<file path="config.mk">
export PLATFORM = sky130hd
export DESIGN_NAME = homedir
export DESIGN_NICKNAME = d
export VERILOG_FILES = /design/src/rtl/homedir_pkg.sv /design/src/rtl/homedir_dp.sv /design/src/rtl/homedir_ctl.sv /design/src/rtl/homedir.sv
export SDC_FILE = /design/constraint.sdc
export NUM_CORES = 1
export LEC_CHECK = 0
export BUFFER_PORTS_ARGS = -buffer_cell sky130_fd_sc_hd__buf_2
export CAP_MARGIN = 5
export CORE_UTILIZATION = 56
export CTS_CLUSTER_DIAMETER = 30
export CTS_CLUSTER_SIZE = 28
export DETAILED_ROUTE_END_ITERATION = 8
export PLACE_DENSITY = 0.74
export SYNTH_ARGS = -nofsm -noshare
export SYNTH_HDL_FRONTEND = slang
export SYNTH_HIERARCHICAL = 1
export SYNTH_SLANG_ARGS = --single-unit
export TNS_END_PERCENT = 20
</file>
<file path="constraint.sdc">
create_clock -name clk -period 4.15 [get_ports clk]
set_input_delay 0.2075 -clock clk [delete_from_list [all_inputs] [get_ports clk]]
set_output_delay 0.2075 -clock clk [all_outputs]
set_load 0.02 [all_outputs]
</file>
<file path="src/rtl/homedir_pkg.sv">
package homedir_pkg;

  typedef enum logic [2:0] {
    MK_NONE          = 3'd0,
    MK_FWD_READ      = 3'd1,
    MK_FWD_WRITE     = 3'd2,
    MK_GRANT_SHARED  = 3'd3,
    MK_GRANT_MOD     = 3'd4,
    MK_ALREADY_OWNER = 3'd5
  } msg_kind_e;

  typedef enum logic [1:0] {
    LS_INV = 2'd0,
    LS_SHR = 2'd1,
    LS_MOD = 2'd2
  } line_state_e;

  // strobes from control to datapath
  typedef struct packed {
    logic latchReq;
    logic startFwd;
    logic sendNext;
    logic takeRsp;
    logic finRead;
    logic finWrite;
    logic finOwned;
    logic finWb;
  } dir_ctl_t;

endpackage

</file>
<file path="src/rtl/homedir_dp.sv">
module homedir_dp
  import homedir_pkg::*;
#(
  parameter int N_PROC = 4,
  parameter int LINES  = 16,
  parameter int DATA_W = 32,
  localparam int ID_W   = $clog2(N_PROC),
  localparam int LINE_W = $clog2(LINES)
) (
  input  logic              clk,
  input  logic              rstN,
  input  dir_ctl_t          ctl,
  input  logic [ID_W-1:0]   reqSrc,
  input  logic              reqWrite,
  input  logic [LINE_W-1:0] reqLine,
  input  logic              rspValid,
  input  logic [ID_W-1:0]   rspSrc,
  input  logic [DATA_W-1:0] rspData,
  output logic              curWrite,
  output logic              stateMod,
  output logic              ownerIsReq,
  output logic              targetsEmpty,
  output logic              sendLast,
  output logic              rspHit,
  output logic              pendLast,
  output logic              pendEmpty,
  output logic              msgValid,
  output logic [2:0]        msgKind,
  output logic [ID_W-1:0]   msgDest,
  output logic [LINE_W-1:0] msgLine,
  output logic [ID_W-1:0]   msgPeer,
  output logic [DATA_W-1:0] msgData
);

  line_state_e       lineState   [LINES];
  logic [ID_W-1:0]   lineOwner   [LINES];
  logic [N_PROC-1:0] lineSharers [LINES];
  logic [DATA_W-1:0] memWord     [LINES];

  logic [ID_W-1:0]   curSrc;
  logic [LINE_W-1:0] curLine;
  logic [N_PROC-1:0] sendMask, pendMask;
  logic              fwdWrite, useOwnerData;
  logic [DATA_W-1:0] capData;

  line_state_e       eState;
  logic [ID_W-1:0]   eOwner;
  logic [N_PROC-1:0] eSharers, reqBit, ownerBit, rspBit, targets;
  logic [ID_W-1:0]   sendIdx;

  function automatic logic [ID_W-1:0] lowIdx(input logic [N_PROC-1:0] m);
    lowIdx = '0;
    for (int i = N_PROC - 1; i >= 0; i--)
      if (m[i]) lowIdx = ID_W'(i);
  endfunction

  always_comb begin
    eState   = lineState[curLine];
    eOwner   = lineOwner[curLine];
    eSharers = lineSharers[curLine];
    reqBit   = N_PROC'(1) << curSrc;
    ownerBit = N_PROC'(1) << eOwner;
    rspBit   = N_PROC'(1) << rspSrc;
    targets  = (eState == LS_MOD) ? ownerBit : (eSharers & ~reqBit);
    sendIdx  = lowIdx(sendMask);
  end

  assign stateMod     = (eState == LS_MOD);
  assign ownerIsReq   = (eOwner == curSrc);
  assign targetsEmpty = (targets == '0);
  assign sendLast     = ((sendMask & (sendMask - N_PROC'(1))) == '0);
  assign rspHit       = rspValid && ((pendMask & rspBit) != '0);
  assign pendLast     = rspHit && ((pendMask & ~rspBit) == '0);
  assign pendEmpty    = (pendMask == '0);

  // directory entries and backing memory
  always_ff @(posedge clk) begin
    if (!rstN) begin
      for (int i = 0; i < LINES; i++) begin
        lineState[i]   <= LS_INV;
        lineOwner[i]   <= '0;
        lineSharers[i] <= '0;
        memWord[i]     <= DATA_W'(i + 256);
      end
    end else begin
      if (ctl.finRead) begin
        lineState[curLine]   <= LS_SHR;
        lineSharers[curLine] <= eSharers | reqBit;
      end
      if (ctl.finWrite) begin
        lineState[curLine]   <= LS_MOD;
        lineOwner[curLine]   <= curSrc;
        lineSharers[curLine] <= '0;
      end
      if (ctl.finWb) begin
        lineState[curLine]   <= LS_SHR;
        lineSharers[curLine] <= ownerBit | reqBit;
        memWord[curLine]     <= capData;
      end
    end
  end

  // transaction context
  always_ff @(posedge clk) begin
    if (!rstN) begin
      curSrc       <= '0;
      curLine      <= '0;
      curWrite     <= 1'b0;
      sendMask     <= '0;
      pendMask     <= '0;
      fwdWrite     <= 1'b0;
      useOwnerData <= 1'b0;
      capData      <= '0;
    end else begin
      if (ctl.latchReq) begin
        curSrc       <= reqSrc;
        curLine      <= reqLine;
        curWrite     <= reqWrite;
        useOwnerData <= 1'b0;
      end
      if (ctl.startFwd) begin
        sendMask     <= targets;
        pendMask     <= targets;
        fwdWrite     <= curWrite;
        useOwnerData <= (eState == LS_MOD);
      end else begin
        if (ctl.sendNext) sendMask <= sendMask & ~(N_PROC'(1) << sendIdx);
        if (ctl.takeRsp) begin
          pendMask <= pendMask & ~rspBit;
          capData  <= rspData;
        end
      end
    end
  end

  // registered outgoing message
  always_ff @(posedge clk) begin
    if (!rstN) begin
      msgValid <= 1'b0;
      msgKind  <= MK_NONE;
      msgDest  <= '0;
      msgLine  <= '0;
      msgPeer  <= '0;
      msgData  <= '0;
    end else begin
      msgValid <= ctl.sendNext | ctl.finRead | ctl.finWrite | ctl.finOwned;
      msgLine  <= curLine;
      msgPeer  <= curSrc;
      msgDest  <= curSrc;
      msgData  <= '0;
      msgKind  <= MK_NONE;
      if (ctl.sendNext) begin
        msgDest <= sendIdx;
        msgKind <= fwdWrite ? MK_FWD_WRITE : MK_FWD_READ;
      end else if (ctl.finRead) begin
        msgKind <= MK_GRANT_SHARED;
        msgData <= memWord[curLine];
      end else if (ctl.finWrite) begin
        msgKind <= MK_GRANT_MOD;
        msgData <= useOwnerData ? capData : memWord[curLine];
      end else if (ctl.finOwned) begin
        msgKind <= MK_ALREADY_OWNER;
      end
    end
  end

endmodule

</file>
<file path="src/rtl/homedir_ctl.sv">
module homedir_ctl
  import homedir_pkg::*;
(
  input  logic     clk,
  input  logic     rstN,
  input  logic     reqValid,
  output logic     reqReady,
  input  logic     curWrite,
  input  logic     stateMod,
  input  logic     ownerIsReq,
  input  logic     targetsEmpty,
  input  logic     sendLast,
  input  logic     rspHit,
  input  logic     pendLast,
  input  logic     pendEmpty,
  output dir_ctl_t ctl
);

  typedef enum logic [2:0] {
    ST_IDLE, ST_EVAL, ST_SEND, ST_WAIT, ST_FIN
  } ctl_state_e;

  ctl_state_e state, nextState;

  assign reqReady = (state == ST_IDLE);

  always_comb begin
    ctl       = '0;
    nextState = state;
    unique case (state)
      ST_IDLE: begin
        ctl.latchReq = reqValid;
        if (reqValid) nextState = ST_EVAL;
      end
      ST_EVAL: begin
        nextState = ST_IDLE;
        if (stateMod && ownerIsReq)               ctl.finOwned = 1'b1;
        else if (!curWrite && !stateMod)          ctl.finRead  = 1'b1;
        else if (curWrite && !stateMod && targetsEmpty) ctl.finWrite = 1'b1;
        else begin
          ctl.startFwd = 1'b1;
          nextState    = ST_SEND;
        end
      end
      ST_SEND: begin
        ctl.sendNext = 1'b1;
        ctl.takeRsp  = rspHit;
        if (sendLast) nextState = ST_WAIT;
      end
      ST_WAIT: begin
        ctl.takeRsp = rspHit;
        if (pendEmpty || pendLast) nextState = ST_FIN;
      end
      ST_FIN: begin
        if (curWrite) ctl.finWrite = 1'b1;
        else          ctl.finWb    = 1'b1;
        nextState = ST_IDLE;
      end
      default: nextState = ST_IDLE;
    endcase
  end

  always_ff @(posedge clk) begin
    if (!rstN) state <= ST_IDLE;
    else       state <= nextState;
  end

endmodule

</file>
<file path="src/rtl/homedir.sv">
module homedir
  import homedir_pkg::*;
#(
  parameter int N_PROC = 4,
  parameter int LINES  = 16,
  parameter int DATA_W = 32,
  localparam int ID_W   = $clog2(N_PROC),
  localparam int LINE_W = $clog2(LINES)
) (
  input  logic              clk,
  input  logic              rstN,
  input  logic              reqValid,
  output logic              reqReady,
  input  logic [ID_W-1:0]   reqSrc,
  input  logic              reqWrite,
  input  logic [LINE_W-1:0] reqLine,
  input  logic              rspValid,
  input  logic [ID_W-1:0]   rspSrc,
  input  logic [DATA_W-1:0] rspData,
  output logic              msgValid,
  output logic [2:0]        msgKind,
  output logic [ID_W-1:0]   msgDest,
  output logic [LINE_W-1:0] msgLine,
  output logic [ID_W-1:0]   msgPeer,
  output logic [DATA_W-1:0] msgData
);

  dir_ctl_t ctl;
  logic curWrite, stateMod, ownerIsReq, targetsEmpty;
  logic sendLast, rspHit, pendLast, pendEmpty;

  homedir_ctl u_ctl (
    .clk, .rstN, .reqValid, .reqReady,
    .curWrite, .stateMod, .ownerIsReq, .targetsEmpty,
    .sendLast, .rspHit, .pendLast, .pendEmpty, .ctl
  );

  homedir_dp #(.N_PROC(N_PROC), .LINES(LINES), .DATA_W(DATA_W)) u_dp (
    .clk, .rstN, .ctl, .reqSrc, .reqWrite, .reqLine,
    .rspValid, .rspSrc, .rspData,
    .curWrite, .stateMod, .ownerIsReq, .targetsEmpty,
    .sendLast, .rspHit, .pendLast, .pendEmpty,
    .msgValid, .msgKind, .msgDest, .msgLine, .msgPeer, .msgData
  );

endmodule

</file>
==> flow_summary_export.csv, run 1 <==
group,metric,value,unit
outcome,status,"completed",
critical_path,path_max_fanout,32,
final_layout,layout.nets,2484,
place,pre_cts_slack,27.8,ps
timing,skew,29.2,ps
drt,drt_wl_total,89500,µm
pwr,leakage,14.9,nW
global_routing,grt.total_usage,0.306,
timing,relSlewSlack,0.221,
timing,fin_crit_sh,0.969,
pwr,p_per_area,516,nW/µm²
clock_network,cts_max_level,4,
global_routing,grt-ovfl-total,0,
critical_path,cp-start-kind,"flop",
die,die_x,245,µm
drt,viasPerCell,6.44,
critical_path,slowest_stage,"mux4_1",
timing,hold_viol,0,
critical_path,critical-path-max-stage-delay,590,ps
critical_path,cp_top_family,"simple AND/OR/NAND/NOR gates",
place,gp_congestion,0.862,
clock_network,cts_buffer_depth,3,
clock_network,clock_latency,720,ps
global_routing,grt_max_degree,137,
yosys,synth_edf_count,640,
yosys,synth_cell_type_count,57,
die,die_area,59800,µm²
critical_path,cp.arrival,4420,ps
final_layout,diodes,0,
critical_path,crit_buf_inv,2,
critical_path,setup.worst_path.end_class,"flop",
timing,finalCriticalPeriod,4020,ps
yosys,syn-num-nets,2354,
drt,num_vias,21370,
drt,drt_iter0_drc,2735,
yosys,ys.flop_type,"edfxtp_1",
yosys,syn_area,32900,µm²
yosys,yosys_warnings,6,
clock_network,clk_pin_slew,50,ps
timing,setup-tns-final,0,ps
yosys,synth_cells,2309,
critical_path,crit_required,4550,ps
yosys,synth_seq_cells,740,
global_routing,grt_pass1_vias,21453,
die,pin_count,90,
timing,max_freq,249,MHz
timing,slew_viol_final,0,
hold_path,min_path_type,"in2reg",
die,coreArea,57900,µm²
critical_path,path_cells,"buf_6, mux4_1, a22oi_1, nand2_1, a2111oi_2, nor4bb_2, a21oi_1, nor3b_2, o31a_1, buf_12, nand2_1, nand2_4",
final_layout,fill_cells,3862,
global_routing,grt_pass1_wl,133000,µm
clock_network,cts_tree,"built",
timing,max_slew.worst_pin.slew,1160,ps
timing,setup_violations,0,
drt,dr.pass1.iters,5,
drt,drt_drc_violations_left,0,
final_layout,multi_input_area,11000,µm²
clock_network,cts_sinks,740,
die,fp-row-count,88,
yosys,yosysSeqAreaShare,0.644,
drt,avgRoutedWirePerCell,27.0,µm
timing,hold_slack,73.0,ps
place,portBuffers,89,
die,die_height,245,µm
timing,finalWorstSetupSlack,129,ps
final_layout,regArea,21200,µm²
global_routing,antenna_found_initial,3,
final_layout,layout-drive-gt1-share,0.247,
place,dp_hpwl,46800,µm
drt,drtAntennaViolNets,0,
die,start_util,0.569,
critical_path,crit_type,"reg2reg",
pwr,ir_drop,0.000397,V
final_layout,synthToLayoutAreaGrowth,19.5,%
run,drv_cap,0,
yosys,syn_avg_cell_area,14.3,µm²
clock_network,clock-root-buffer,"clkbuf_16",
yosys,synthArstFlopShare,0,
clock_network,cts_buffers,137,
critical_path,crit_path_frequent_cell,"nand2_1",
## layout by cell type (no fill, tap or decap), types with 8 or more instances in the layout
cell type        n
edfxtp_1       640
and3_1         271
and2_1         210
nand2_1        189
mux4_2         172
clkbuf_16      142
nor2_1         113
dfxtp_1         96
buf_2           88
buf_4           61
dlygate4sd3_1   43
nand2b_1        43
a21oi_1         40
a21boi_0        35
clkinv_2        25
inv_1           25
nor3_1          25
or3_1           24
nand3_1         23
clkbuf_1        22
nor2b_1         20
clkinv_1        16
nand2_2         15
mux4_1          15
inv_6           14
mux2i_1         14
clkinvlp_4      13
buf_12          11
nor3_2          10
o21ai_1         10
o21ai_4         10
bufinv_16        9
a22oi_1          9
nand2b_2         9
nand3_2          8
## Yosys cell counts (all sizes together) (2+ instances only)
cell,instances,area share
a21boi,35,0.0080
nand3,31,0.0047
a22oi,11,0.0025
and2,211,0.040
a22o,3,0.00080
nor3,35,0.0053
mux4,187,0.13
nand2,206,0.023
edfxtp,640,0.58
clkbuf,169,0.019
o32ai,2,0.00053
nor2,118,0.013
nand4,4,0.00076
o211ai,4,0.00091
o21ai,23,0.0035
a2111oi,3,0.0012
nand2b,52,0.0099
a221oi,2,0.00072
xnor2,2,0.00053
nor3b,4,0.0011
o311ai,2,0.00053
a21oi,42,0.0071
inv,26,0.0030
buf,47,0.0097
dfxtp,100,0.061
mux2i,14,0.0043
nor4,5,0.00095
or3,24,0.0046
and3,271,0.051
or3b,2,0.00053
nor2b,21,0.0040
## tightest hold or removal path, cell delays in order
cell and delay, ps:
buf_2 70, and2_1 110, and2_1 160, o211ai_1 110
nor2_1 80
## cell type report
cell class	instances	area share
Clock buffer	168	0.0937
Clock inverter	85	0.0196
Inverter	26	0.00248
Multi-Input combinational cell	1327	0.280
Sequential cell	740	0.539
Tap cell	765	0.0243
Timing Repair Buffer	207	0.0409
## registers in the layout, indices dropped and copies added (netlist names), 2 cells and up, named ones only
signal,flops
u_dp/memWord,512
u_dp/lineSharers,64
u_dp/capData,32
u_dp/lineOwner,32
u_dp/lineState,32
u_dp/msgData,32
u_dp/curLine,4
u_dp/msgLine,4
u_dp/pendMask,4
u_dp/sendMask,4
u_ctl/state,3
u_dp/msgKind,3
u_dp/curSrc,2
u_dp/msgDest,2
u_dp/msgPeer,2
## repair_timing
action | 4_1_cts | 5_1_grt
pin swaps | 0 | 2
endpoints found under the setup margin | 18 | 246
hold buffers | 43 | 0
resized for setup | 3 | 39
setup buffers | 0 | 5
hold endpoints to repair | 48 | 0
## through the flow
step                      power, mW  std cells  cell area [µm²]  utilization
after floorplan                9.31       2309            32900            -
after global placement         9.73       3017            34300        0.592
after detailed placement       9.76       3017            34300        0.592
after CTS                      20.4       3313            39200        0.677
after global routing           20.8       3318            39400        0.680
final                          20.3       3318            39400        0.680
## cell families after synthesis
group / count (synthesis) / synth area share
AND/OR/NAND/NOR: 987 / 0.161
flip-flops: 740 / 0.644
buffers and inverters: 242 / 0.0320
multiplexers: 201 / 0.134
AO/OA/AOI/OAI: 136 / 0.0282
XOR/XNOR: 2 / 0.000532
adder cells (fa/ha/maj): 1 / 0.000304
## metal layers
layer	wire length (µm)	GRT usage	up-vias
met4	2540	0.120	2
li1	-	-	8945
met3	11000	0.0761	224
met5	8	0	-
met2	42900	0.477	1487
met1	33000	0.416	10712
## power by group
group	leakage [nW]	switching, mW	internal, mW
clock	2.16	3.72	6.89
combinational	5.52	0.795	0.505
sequential	7.25	0.101	8.30
total	14.9	4.61	15.7
## worst paths after layout
kind	startpoint	to	slack (ps)	cells after the start
setup / recovery	flop	u_dp/lineSharers[3][2]	130	12
hold / removal	rspValid	u_ctl/state[2]	70	5
setup reg to reg	flop	u_dp/lineSharers[3][2]	130	12
hold reg to reg	u_dp/fwdWrite	u_dp/msgKind[1]	510	2
(Power assumes the default switching activity.)
==> run 2, diff against run 1 <==
Settings changed: GPL_TIMING_DRIVEN set to 0.
==> run 2 against run 1 <==
Against the previous run:
- the flow now finishes with violations (setup timing)
- global-route usage increased by 3.9 points
- sequential share of layout area fell by 2.1 points
- via count increased by 8.8%
- hold slack worse by 1.1 ps
- critical endpoint is now u_dp/memWord[15][29]
- power is 5.2% higher
- combinational power grew 14%
- cell count increased by 5.6%
- flip-flop and latch count is the same
- largest cell class unchanged
- fmax down 5.6%
- sequential power is essentially flat
==> flow_summary_export.csv, run 2 (same netlist as run 1, synthesis figures left out) <==
group,metric,value,unit
outcome,status,"finished, violations left",
outcome,violations,"setup timing",
pwr,ir_drop,0.000403,V
global_routing,grt_use_met3,0.105,
clock_network,cts_sinks,740,
critical_path,crit_path_frequent_cell,"clkbuf_1",
die,die_x,245,µm
critical_path,setup.worst_path.end_class,"flop",
pwr,netSwitchingPower,4.96,mW
timing,finalCriticalPeriod,4260,ps
timing,slew_viol_final,0,
clock_network,clock-root-buffer,"clkbuf_16",
pwr,clkPwrFrac,0.538,
final_layout,largest_register_ffs,512,
final_layout,layout_common_cells,"edfxtp_1, and3_1, and2_1",
place,dpl-instance-area,34900,µm²
drt,viasPerCell,6.64,
place,portBuffers,87,
drt,drtAntennaViolNets,0,
clock_network,cts_buffers,141,
global_routing,met1_usage,0.441,
pwr,leakage,15.6,nW
final_layout,regMostFlops,"u_dp/memWord",
critical_path,crit_type,"reg2reg",
drt,num_vias,23244,
critical_path,cp-start-kind,"flop",
final_layout,fill_cells,3650,
drt,drt_iter0_drc,3222,
critical_path,cp_top_family,"simple AND/OR/NAND/NOR gates",
die,die_area,59800,µm²
critical_path,slowest_stage,"nor3_2",
pwr,combPwrFrac,0.069,
timing,skew,25.2,ps
timing,max_freq,235,MHz
global_routing,grt_max_degree,27,
clock_network,clk_pin_slew,50,ps
critical_path,crit_required,4570,ps
critical_path,path_cells,"inv_1, nor4_1, nand2_1, clkbuf_1, nor3_2, clkbuf_1, nand2b_4, buf_12",
final_layout,layout-drive-gt1-share,0.245,
final_layout,multi_input_area,11200,µm²
pwr,pwr-share-seq,0.392,
drt,dr.pass1.iters,6,
final_layout,layout.nets,2665,
final_layout,synthToLayoutAreaGrowth,24.2,%
timing,setup_violations,74,
global_routing,grt-ovfl-total,0,
timing,setup-tns-final,-5060,ps
global_routing,top_usage_layer,"met2",
clock_network,cts_tree,"built",
global_routing,use_met2,0.538,
drt,avgRoutedWirePerCell,29.2,µm
final_layout,design_area,40900,µm²
pwr,p_sw_frac,0.232,
global_routing,antenna_found_initial,5,
critical_path,crit_buf_inv,4,
final_layout,reg_top3,"u_dp/memWord (512), u_dp/lineSharers (64)",
critical_path,critical-path-max-stage-delay,620,ps
place,dp_hpwl,65100,µm
critical_path,path_max_fanout,17,
die,coreArea,57900,µm²
timing,fin_crit_sh,1.03,
place,pre_cts_slack,-1180,ps
drt,drt_wl_total,102000,µm
place,gp_congestion,0.906,
die,start_util,0.569,
final_layout,regArea,21200,µm²
die,die_height,245,µm
global_routing,grt.total_usage,0.345,
timing,hold_viol,0,
global_routing,grt_pass1_wl,148000,µm
final_layout,fin_util,0.706,
critical_path,cp.arrival,4680,ps
hold_path,min_path_type,"in2reg",
clock_network,cts_max_level,4,
pwr,p_int,16.4,mW
clock_network,cts_buffer_depth,3,
timing,relSlewSlack,0.0678,
timing,max_slew.worst_pin.slew,1390,ps
die,fp-row-count,88,
timing,rsz0062_at_grt,"true",
run,drv_cap,0,
global_routing,grt_pass1_vias,23544,
drt,drt_drc_violations_left,0,
final_layout,final_common_cell,"edfxtp_1",
die,pin_count,90,
clock_network,clock_latency,740,ps
timing,finalWorstSetupSlack,-108,ps
pwr,p_per_area,522,nW/µm²
run 2: final timing paths:
path         slack, ps            from  cells past startpoint                    to
max               -110  u_ctl/state[2]                      8  u_dp/memWord[15][29]
min                 70        rspValid                      5        u_ctl/state[2]
max reg2reg       -110  u_ctl/state[2]                      8  u_dp/memWord[15][29]
min reg2reg        530   u_dp/fwdWrite                      2       u_dp/msgKind[1]
run 2: worst reg2reg max path: cells and delay by family, from the launching register on:
kind                   cells  cell delay, ps
buffers and inverters      4            1520
flip-flops                 1             400
AND/OR/NAND/NOR            4            2010
run 2: through the flow:
stage                     hold WS, ps  instances  power [mW]
after CTS                        35.5       3484        21.3
after global placement            459       3161        9.75
after detailed placement          468       3180        9.82
after floorplan                   352       2309        9.31
after global routing              101       3499        21.8
final                            71.9       3503        21.4
run 2: metal layers:
metal / wire [µm] / up-vias
li1: - / 9313
met1: 35700 / 11548
met2: 47300 / 1985
met3: 14100 / 398
met4: 5160 / 0
met5: 0 / -
run 2: what timing repair did:
item / CTS / global route
pin swaps: 3 / 11
buffers inserted: 6 / 14
gates cloned: 0 / 1
hold buffers: 43 / 0
hold endpoints to repair: 49 / 0
gates resized for setup: 92 / 77
setup endpoints to repair: 485 / 422
run 2: final cells by class:
| cell class | count | share of cell area |
|---|---|---|
| antenna | 4 | 0.000245 |
| inverter | 26 | 0.00245 |
| clock inverter | 88 | 0.0267 |
| timing repair buffer | 170 | 0.0357 |
| clock buffer | 169 | 0.0913 |
| sequential | 740 | 0.519 |
| tap | 765 | 0.0234 |
| buffer | 214 | 0.0269 |
| multi-input combinational | 1327 | 0.274 |
run 2: power by group through the flow:
| stage | Combinational (mW) | Clock (mW) | Sequential, mW |
|---|---|---|---|
| floorplan | 0.803 | 0 | 8.51 |
| global placement | 1.22 | 0 | 8.52 |
| detailed placement | 1.31 | 0 | 8.51 |
| CTS | 1.39 | 11.6 | 8.38 |
| global route | 1.52 | 11.9 | 8.39 |
| finish | 1.48 | 11.5 | 8.38 |
